===== config.mk =====
export PLATFORM = sky130hd
export DESIGN_NAME = layer_desc_fetch
export DESIGN_NICKNAME = d
export VERILOG_FILES = /design/src/rtl/ldf_pkg.sv /design/src/rtl/ldf_desc_capture.sv /design/src/rtl/ldf_flag_bank.sv /design/src/rtl/layer_desc_fetch.sv
export SDC_FILE = /design/constraint.sdc
export NUM_CORES = 1
export LEC_CHECK = 0
export ABC_AREA = 0
export CORE_ASPECT_RATIO = 0.8
export CORE_MARGIN = 2
export CORE_UTILIZATION = 45
export CTS_CLUSTER_SIZE = 28
export DETAILED_ROUTE_END_ITERATION = 10
export DONT_BUFFER_PORTS = 1
export PLACE_DENSITY = 0.66
export SYNTH_ARGS = -nofsm -noshare
export SYNTH_HDL_FRONTEND = slang
export SYNTH_SLANG_ARGS = --single-unit

===== constraint.sdc =====
create_clock -name clk -period 3.1 [get_ports clk]
set_input_delay 0.31 -clock clk [delete_from_list [all_inputs] [get_ports clk]]
set_output_delay 0.31 -clock clk [all_outputs]
set_load 0.1 [all_outputs]

===== src/rtl/ldf_pkg.sv =====
package ldf_pkg;
  typedef enum logic [2:0] {
    ST_IDLE,
    ST_DREQ,
    ST_DRSP,
    ST_PREQ,
    ST_PRSP
  } ldf_state_e;

  // control word bit positions
  localparam int CB_FETCH   = 0;
  localparam int CB_IE_ADDR = 1;
  localparam int CB_IE_DSC  = 2;
  localparam int CB_IE_DONE = 3;
  localparam int CTRL_W     = 4;

  // flag positions
  localparam int FL_ADDR = 0;
  localparam int FL_DSC  = 1;
  localparam int FL_DONE = 2;
  localparam int NFLAG   = 3;
endpackage


===== src/rtl/ldf_desc_capture.sv =====
module ldf_desc_capture
  import ldf_pkg::*;
#(
  parameter int AW = 32,
  parameter int DW = 32,
  parameter int BW = 2
) (
  input  logic              clk,
  input  logic              rst,
  input  logic              en,
  input  logic [BW-1:0]     beat,
  input  logic [DW-1:0]     data,
  output logic [AW-1:0]     buf_addr,
  output logic [CTRL_W-1:0] ctrl,
  output logic [AW-1:0]     next_ptr
);
  always_ff @(posedge clk) begin
    if (rst) begin
      buf_addr <= '0;
      ctrl     <= '0;
      next_ptr <= '0;
    end else if (en) begin
      case (beat)
        BW'(0): buf_addr <= data[AW-1:0];
        BW'(1): ctrl     <= data[CTRL_W-1:0];
        BW'(2): next_ptr <= data[AW-1:0];
        default: ;
      endcase
    end
  end
endmodule


===== src/rtl/ldf_flag_bank.sv =====
module ldf_flag_bank #(
  parameter int N = 3
) (
  input  logic         clk,
  input  logic         rst,
  input  logic [N-1:0] set,
  input  logic [N-1:0] clr,
  output logic [N-1:0] flags
);
  for (genvar g = 0; g < N; g++) begin : g_flag
    always_ff @(posedge clk) begin
      if (rst)         flags[g] <= 1'b0;
      else if (set[g]) flags[g] <= 1'b1;
      else if (clr[g]) flags[g] <= 1'b0;
    end
  end
endmodule


===== src/rtl/layer_desc_fetch.sv =====
module layer_desc_fetch
  import ldf_pkg::*;
#(
  parameter int AW         = 32,
  parameter int DW         = 32,
  parameter int LW         = 16,
  parameter int BURST      = 4,
  parameter int FIFO_DEPTH = 512,
  localparam int FW        = $clog2(FIFO_DEPTH + 1),
  localparam int BW        = $clog2(BURST)
) (
  input  logic             clk,
  input  logic             rst,
  input  logic             chan_en,
  input  logic             upd_en,
  input  logic [AW-1:0]    head_ptr,
  input  logic [LW-1:0]    frame_words,
  input  logic [FW-1:0]    fifo_free,
  output logic             mem_req_valid,
  input  logic             mem_req_ready,
  output logic [AW-1:0]    mem_req_addr,
  input  logic             mem_rsp_valid,
  input  logic [DW-1:0]    mem_rsp_data,
  output logic             fifo_wr_en,
  output logic [DW-1:0]    fifo_wr_data,
  output logic [NFLAG-1:0] flags,
  input  logic [NFLAG-1:0] flag_clr
);
  localparam logic [BW-1:0] LAST_BEAT = BW'(BURST - 1);
  localparam logic [LW-1:0] STEP_LEN  = LW'(BURST);
  localparam logic [AW-1:0] STEP_ADDR = AW'(BURST);

  ldf_state_e        st;
  logic [BW-1:0]     beat;
  logic [AW-1:0]     cur_addr;
  logic [LW-1:0]     remain;
  logic [AW-1:0]     buf_addr;
  logic [AW-1:0]     next_ptr;
  logic [CTRL_W-1:0] ctrl_q;
  logic              cap_en;
  logic              dsc_done;
  logic              frame_end;
  logic              room_ok;
  logic [NFLAG-1:0]  flag_set;

  assign cap_en    = (st == ST_DRSP) && mem_rsp_valid;
  assign dsc_done  = cap_en && (beat == LAST_BEAT);
  assign frame_end = (st == ST_PRSP) && mem_rsp_valid && (beat == LAST_BEAT)
                     && (remain == STEP_LEN);
  assign room_ok   = fifo_free >= FW'(BURST);

  always_comb begin
    flag_set          = '0;
    flag_set[FL_ADDR] = dsc_done && ctrl_q[CB_IE_ADDR];
    flag_set[FL_DSC]  = dsc_done && ctrl_q[CB_IE_DSC];
    flag_set[FL_DONE] = frame_end && ctrl_q[CB_IE_DONE];
  end

  ldf_desc_capture #(.AW(AW), .DW(DW), .BW(BW)) u_cap (
    .clk      (clk),
    .rst      (rst),
    .en       (cap_en),
    .beat     (beat),
    .data     (mem_rsp_data),
    .buf_addr (buf_addr),
    .ctrl     (ctrl_q),
    .next_ptr (next_ptr)
  );

  ldf_flag_bank #(.N(NFLAG)) u_flags (
    .clk   (clk),
    .rst   (rst),
    .set   (flag_set),
    .clr   (flag_clr),
    .flags (flags)
  );

  always_ff @(posedge clk) begin
    if (rst) begin
      st            <= ST_IDLE;
      mem_req_valid <= 1'b0;
      mem_req_addr  <= '0;
      beat          <= '0;
      cur_addr      <= '0;
      remain        <= '0;
      fifo_wr_en    <= 1'b0;
      fifo_wr_data  <= '0;
    end else begin
      fifo_wr_en <= 1'b0;
      case (st)
        ST_IDLE: begin
          if (chan_en) begin
            mem_req_valid <= 1'b1;
            mem_req_addr  <= head_ptr;
            st            <= ST_DREQ;
          end
        end
        ST_DREQ: begin
          if (mem_req_ready) begin
            mem_req_valid <= 1'b0;
            beat          <= '0;
            st            <= ST_DRSP;
          end
        end
        ST_DRSP: begin
          if (mem_rsp_valid) begin
            beat <= beat + BW'(1);
            if (beat == LAST_BEAT) begin
              cur_addr <= buf_addr;
              remain   <= frame_words;
              st       <= ST_PREQ;
            end
          end
        end
        ST_PREQ: begin
          if (mem_req_valid) begin
            if (mem_req_ready) begin
              mem_req_valid <= 1'b0;
              beat          <= '0;
              st            <= ST_PRSP;
            end
          end else if (!chan_en) begin
            st <= ST_IDLE;
          end else if (room_ok) begin
            mem_req_valid <= 1'b1;
            mem_req_addr  <= cur_addr;
          end
        end
        ST_PRSP: begin
          if (mem_rsp_valid) begin
            fifo_wr_en   <= 1'b1;
            fifo_wr_data <= mem_rsp_data;
            beat         <= beat + BW'(1);
            if (beat == LAST_BEAT) begin
              if (remain == STEP_LEN) begin
                if (!chan_en) begin
                  st <= ST_IDLE;
                end else if (ctrl_q[CB_FETCH] && upd_en) begin
                  mem_req_valid <= 1'b1;
                  mem_req_addr  <= next_ptr;
                  st            <= ST_DREQ;
                end else begin
                  cur_addr <= buf_addr;
                  remain   <= frame_words;
                  st       <= ST_PREQ;
                end
              end else begin
                cur_addr <= cur_addr + STEP_ADDR;
                remain   <= remain - STEP_LEN;
                st       <= ST_PREQ;
              end
            end
          end
        end
        default: st <= ST_IDLE;
      endcase
    end
  end
endmodule


* Word-level counts from Yosys, hierarchy flattened
Cells that the tools add are included.
W data, S select, Z words.
** Word-level totals
- Input port bits :: 99
- Output and inout bits :: 69
- Register bits after elaboration :: 190
- Logic and storage cells :: 136
** Cells by class
- Reductions and logical operators :: 29
- Equality and inequality tests :: 26
- Add/subtract/negate cells :: 3
- Bitwise operators :: 1
- $lt $le $gt $ge :: 1
- Mux-type cells :: 62
** Operators by type and width (number)
- $mux W32 :: 16
- $mux W16 :: 7
- $pmux W32 S3 :: 1
- $pmux W32 S2 :: 1
- $add A32 B3 Y32 const B :: 1
- $pmux W16 S2 :: 1
- $mux W3 :: 10
- $mux W1 :: 18
- $ne A2 B2 Y1 const B :: 9
- $eq A16 B3 Y1 const B :: 1
- $reduce_and A8 Y1 :: 2
- $sub A16 B3 Y16 const B :: 1
- $pmux W3 S5 :: 1
- $ne A3 B3 Y1 const B :: 4
- $ge A10 B3 Y1 const B :: 1
- $mux W2 :: 5
- $ne A2 B1 Y1 const B :: 5
- $reduce_and A10 Y1 :: 1
- $logic_and A1 B1 Y1 :: 9
- $reduce_and A2 Y1 :: 4
- $reduce_bool A2 Y1 :: 4
- $reduce_and A7 Y1 :: 1
- $eq A3 B2 Y1 const B :: 2
- $pmux W2 S3 :: 1
- other kinds (13) :: 16

* Logic depth before layout (Yosys ltp)
- Word-level depth :: 7
- Mapped depth :: 10
- Mapped depth without buffers :: 7

* Cells and area by module
Synthesis repeated with hierarchy kept, for this count alone.
** Unflattened totals
- Cell total of the unflattened synthesis :: 1155
- Area total of the unflattened synthesis :: 9843.2 um^2
** By module, submodules not included
- layer_desc_fetch :: cells each 883, seq. area each 2382.3 um^2, area each 6906.6 um^2, times used 1
- ldf_desc_capture :: cells each 260, seq. area each 1361.3 um^2, area each 2831.5 um^2, times used 1
- ldf_flag_bank :: cells each 12, seq. area each 60.1 um^2, area each 105.1 um^2, times used 1

* Least setup slack after synthesis
No wires, ideal clock.
- Path type :: register to register
- From :: register mem_req_valid
- To :: register mem_req_addr[10]
- Period minus slack after synthesis :: 2238 ps
- Library setup time :: 126 ps
- Data arrival time :: 2112 ps
- Path buffers :: 2
- Data required time :: 2974 ps
- Cell stages (with the launch flop) :: 8
- Slack :: 862 ps
- Cells stage by stage :: dfxtp_1 and3b_1 o21ai_0 o31ai_1 and4_1 clkbuf_1 buf_2 mux2i_1
** Between the ends
- Word-level cells in the longest chain between the ends :: 2
** Ends and longest elaborated chain
- start: declaration :: RTL line layer_desc_fetch.sv:19 : output logic mem_req_valid,
- start signal: assignment :: RTL line layer_desc_fetch.sv:81 : mem_req_valid <= 1'b0;
- start signal: assignment :: RTL line layer_desc_fetch.sv:93 : mem_req_valid <= 1'b1;
- start signal: assignment :: RTL line layer_desc_fetch.sv:100 : mem_req_valid <= 1'b0;
- $ne A2 B2 Y1 (no line)
- $reduce_and A10 Y1 (no line)
- end signal: assignment :: RTL line layer_desc_fetch.sv:94 : mem_req_addr <= head_ptr;
- end signal: assignment :: RTL line layer_desc_fetch.sv:126 : mem_req_addr <= cur_addr;
- end signal: assignment :: RTL line layer_desc_fetch.sv:140 : mem_req_addr <= next_ptr;
- end: declaration :: RTL line layer_desc_fetch.sv:21 : output logic [AW-1:0] mem_req_addr,
Every way passes these cells.
A chain may end at the register's enable or synchronous reset.

* Final worst setup path
- From :: register remain[12]
- To :: register cur_addr[27]
** Between the ends
- Word-level cells in the longest chain between the ends :: 5
- Elaborated cells between the ends (all ways) :: 8
- Those cells by class :: eq/ne: 3; mux: 4; reduce/logical: 1
** Ends and longest elaborated chain
- start: declaration :: RTL line layer_desc_fetch.sv:36 : logic [LW-1:0] remain;
- start signal: assignment :: RTL line layer_desc_fetch.sv:110 : remain <= frame_words;
- start signal: assignment :: RTL line layer_desc_fetch.sv:144 : remain <= frame_words;
- start signal: assignment :: RTL line layer_desc_fetch.sv:149 : remain <= remain - STEP_LEN;
- $eq A16 B3 Y1 * :: RTL line layer_desc_fetch.sv:135 : if (remain == STEP_LEN) begin
- $mux W32 :: RTL line layer_desc_fetch.sv:135
- $mux W32 :: RTL line layer_desc_fetch.sv:134 : if (beat == LAST_BEAT) begin
- $mux W32 :: RTL line layer_desc_fetch.sv:130 : if (mem_rsp_valid) begin
- $pmux W32 S2 :: RTL line layer_desc_fetch.sv:90 : case (st)
- end signal: assignment :: RTL line layer_desc_fetch.sv:109 : cur_addr <= buf_addr;
- end signal: assignment :: RTL line layer_desc_fetch.sv:143 : cur_addr <= buf_addr;
- end signal: assignment :: RTL line layer_desc_fetch.sv:148 : cur_addr <= cur_addr + STEP_ADDR;
- end: declaration :: RTL line layer_desc_fetch.sv:35 : logic [AW-1:0] cur_addr;
Mark *: on every way between the ends. The rest lies on a longest branch, timed or not. The select of a mux whose other input is x is not followed.

==> results.env <==
YS_TYPES=62
PWR_DENSITY_CELL_nW_PER_UM2=602
HOLD_VIOL_FINAL=0
BIGGEST_CELL_DELAY_ALONG_THE_CRITICAL_PATH_NS=0.61
DRT-INITIAL-DRC-COUNT=1210
FLOORPLAN.ROWS=47
SYNTH_TOP_AREA_FRAC=0.393
TIMING.FINAL.SETUP_VIOLATIONS=0
SYNTH_AREA_LEADERS='sky130_fd_sc_hd__dfxtp_1, sky130_fd_sc_hd__nand2_1, sky130_fd_sc_hd__a21oi_1'
POST_DRT_VIA_CELL_RATIO=6.29
POSTSYNTHREGISTERBITS=190
SYN_AREA_SQ_UM=9680
WORST-R2R-CELL-COUNT=6
SYN-INSTANCE-COUNT=1308
PLACE_CONGESTION=0.930
GRT_START_MAX_NET_PINS=138
WORST-PATH-MAX-FANOUT=19
CORE_AREA_SQ_UM=20900
FINALNETCOUNT=1389
WORSTPATHBUFFERINVERTERCOUNT=2
TIMING.FINAL.WS_SETUP_NS=0.509
ROUTED_VIAS=9874
POST-CTS-SETUP-BUFFER-COUNT=0
PERIOD_MINUS_SLACK_NS=2.59
TIMING.SETUP.CRITICAL_PATH_CLASS='reg -> reg'
CPMAXSTAGEDELAYCELL='sky130_fd_sc_hd__nor4_1'
P_LEAK_nW=3.54
CP_TOP_FAMILY='simple AND/OR/NAND/NOR gates'
REGTOREGSETUPSLACK_NS=0.51
CRITPATHREQUIREDTIME_NS=3.43
TRITONCTS='built'
ACHIEVABLE-FREQUENCY_MHz=386
WORST_CASE_SETUP_SLACK_AFTER_PLACEMENT_NS=0.607
SYNTH-SEQ-AREA-SHARE=0.393
WORSTSKEWPAIRLATENCY_NS=0.45
POST_ROUTE_CELLS_DRIVE_ABOVE_1_SHARE=0.0656
MIN_PATH_CELLS=2
DP.FINAL_HPWL_UM=21700
SYNTH_AREA_LEADER_CELL='sky130_fd_sc_hd__dfxtp_1'
POST_SYNTH.CELL_AREA_AVG_SQ_UM=7.40
BUFFER_PORTS.INSERTED=0
PATH_CLK_SLEW_NS=0.08
DIE_AREA_SQ_UM=22700
TOP_LEVEL_PORTS=168
PLACED_CELL_AREA_SQ_UM=9870
FINALINSTANCEAREA_SQ_UM=10900
CLOCK_TREE_ROOT_DRIVER_CELL='sky130_fd_sc_hd__clkbuf_16'
WORSTPATHCELLLIST='nor4_1 -> and4_1 -> buf_4 -> a211oi_1 -> buf_4 -> a221o_1'
HOLD_PATH_END='u_cap.buf_addr[22]'
RUN_STATUS='finished clean'
HTREE_NUM_LEVELS=4
CAP_VIOL_MAX_COUNT=0
VDD.IR_DROP.WORST_V=0.000284
FLOW.AREA_GROWTH_FROM_SYNTHESIS_PCT=12.6
HOLDCRITSTARTPOINT='mem_rsp_data[22]'
ANT_NETS=0
CLK_PATH_BUF_DEPTH=2
CRIT_ARRIVAL_NS=2.92
HP-CLASS='in -> reg'
DETAIL_ROUTE.WIRELENGTH_UM=33400
TIMING.CRITICAL_PATH.MODE_CELL='sky130_fd_sc_hd__buf_4'
POSTSYNTHNETCOUNT=1414
MOSTFREQUENTLAYOUTCELL='sky130_fd_sc_hd__nand2_1'
NUMBER_OF_BUFFERS_CREATED_BY_CTS=17
SYNTH_EDF_COUNT=0
SETUP_TOTAL_NEGATIVE_SLACK_NS=0
DIE_HEIGHT_UM=135
FIRST_PASS_GRT_WIRE_LENGTH_UM=52300
MAX_SLEW.WORST_PIN.SLEW_NS=1.03
REG2REG_TO='cur_addr[27]'
GRT_REMAINING_OVERFLOW=0
GRT_ANTENNA_BEFORE_REPAIR=4
YOSYS_MOST_USED_DFF='sky130_fd_sc_hd__dfxtp_1'
LAYOUT_WORST_PATH_CYCLE_SHARE=0.836
SETUP.WORST_PATH.START_CLASS='register'
WORST_SLEW_MARGIN_REL=0.313
R2R-START='remain[12]'
YS_WARN_COUNT=0
MOST-COMMON-LAYOUT-CELLS='sky130_fd_sc_hd__nand2_1, sky130_fd_sc_hd__dfxtp_1, sky130_fd_sc_hd__a21oi_1'
INITIAL_UTILIZATION=0.463
NUMBER_OF_GLOBAL_ROUTE_VIAS_BEFORE_REPAIR=8972
SYNTHARSTFLOPSHARE=0
FINAL_MAX_SLEW_VIOL_COUNT=0
DRCVIOLATIONCOUNT=0
FLOORPLAN_DIE_WIDTH_UM=168
CTS.SINK_COUNT=190
GRT_USAGE=0.294
TIMING.HOLD.WS_NS=0.00570
FINAL.SETUP_SKEW_NS=0.0113
CRIT_PATH_END_KIND='register'
TIMING.CRITICAL_PATH.DEPTH=6
FILLERS=2013
DETAIL_ROUTE.FIRST_PASS.ITERATIONS=9
ROUTE.DETAILED.WL_PER_INST_UM=21.3
RSZ0062_AT_GRT='no'
==> kinds of logic after synthesis <==
kind of cell / after synthesis / share of synthesized area
AND/OR/NAND/NOR: 556 / 0.262
AO/OA/AOI/OAI: 354 / 0.225
flip-flops: 190 / 0.393
buffers and inverters: 154 / 0.0621
multiplexers: 46 / 0.0477
adder cells (fa/ha/maj): 7 / 0.00905
XOR/XNOR: 1 / 0.000905
==> where the power goes <==
part	leakage, nW	internal, mW	switching (mW)
combinational	1.69	0.317	0.549
sequential	1.54	2.55	0.712
clock	0.313	1.35	1.08
total	3.54	4.22	2.34
==> worst max path at each step <==
stage / from / end / slack (ns)
5_1_grt: remain[12] / cur_addr[27] / 0.34
6_report: remain[12] / cur_addr[27] / 0.51
4_1_cts: remain[12] / cur_addr[27] / 0.57
2_1_floorplan: mem_req_valid / mem_req_addr[10] / 0.86
3_3_place_gp: remain[12] / cur_addr[27] / 0.63
3_5_place_dp: remain[12] / cur_addr[27] / 0.61
==> layout make-up <==
cell class                 instances  area (sq um)  area share
multi-input combinational        964          5280       0.485
sequential                       190          3810       0.349
timing repair buffer              73           678      0.0623
clock buffer                      19           453      0.0416
tap                              269           337      0.0309
clock inverter                    13           189      0.0173
inverter                          37           139      0.0127
antenna                            5          12.5     0.00115
==> state kept, by name, summed over array words and instances, names as in the netlist <==
register        count
cur_addr           32
fifo_wr_data       32
mem_req_addr       32
u_cap.buf_addr     32
u_cap.next_ptr     32
remain             16
u_cap.ctrl          4
st                  3
u_flags.flags       3
beat                2
fifo_wr_en          1
mem_req_valid       1
==> synth_stat cells (3+ instances only) <==
cell / number
sky130_fd_sc_hd__nor2b_1: 6
sky130_fd_sc_hd__dfxtp_1: 190
sky130_fd_sc_hd__a32o_1: 7
sky130_fd_sc_hd__a21boi_0: 4
sky130_fd_sc_hd__and2_1: 3
sky130_fd_sc_hd__a21oi_1: 149
sky130_fd_sc_hd__o21a_1: 3
sky130_fd_sc_hd__nand4_1: 19
sky130_fd_sc_hd__nand3_1: 22
sky130_fd_sc_hd__nor4b_1: 3
sky130_fd_sc_hd__and3_1: 4
sky130_fd_sc_hd__nand3b_1: 4
sky130_fd_sc_hd__o22ai_1: 3
sky130_fd_sc_hd__inv_1: 35
sky130_fd_sc_hd__o21ai_0: 88
sky130_fd_sc_hd__a32oi_1: 3
sky130_fd_sc_hd__a22oi_1: 4
sky130_fd_sc_hd__or4_1: 9
sky130_fd_sc_hd__or2_2: 3
sky130_fd_sc_hd__a221oi_1: 5
sky130_fd_sc_hd__mux2i_1: 45
sky130_fd_sc_hd__o31ai_1: 4
sky130_fd_sc_hd__and4_1: 10
sky130_fd_sc_hd__o2111ai_1: 32
sky130_fd_sc_hd__nor3_1: 79
sky130_fd_sc_hd__clkbuf_1: 86
sky130_fd_sc_hd__buf_1: 13
sky130_fd_sc_hd__a211oi_1: 5
sky130_fd_sc_hd__nand2b_1: 4
sky130_fd_sc_hd__o211ai_1: 4
sky130_fd_sc_hd__nor4_1: 23
sky130_fd_sc_hd__ha_1: 7
sky130_fd_sc_hd__a21o_1: 3
sky130_fd_sc_hd__nand2_1: 258
sky130_fd_sc_hd__buf_2: 18
sky130_fd_sc_hd__o32ai_1: 23
sky130_fd_sc_hd__nor2_1: 99
==> metal layers <==
metal / GRT usage / vias up / routed length, um
met5: 0 / - / 0
li1: - / 4638 / -
met4: 0.0715 / 0 / 454
met2: 0.436 / 529 / 14400
met1: 0.409 / 4665 / 14500
met3: 0.104 / 42 / 3990
==> repair_timing <==
action / in CTS / in global routing
hold buffers: 34 / 1
gates resized for setup: 0 / 0
hold endpoints to repair: 137 / 1
==> per-stage QoR <==
stage | total power [mW] | utilization | std cells
final | 6.55 | 0.522 | 1570
after global placement | 4.07 | 0.473 | 1498
after CTS | 6.56 | 0.521 | 1564
after detailed placement | 4.08 | 0.473 | 1498
after global routing | 6.76 | 0.521 | 1567
after floorplan | 3.90 | - | 1308
(Power assumes the default switching activity.)
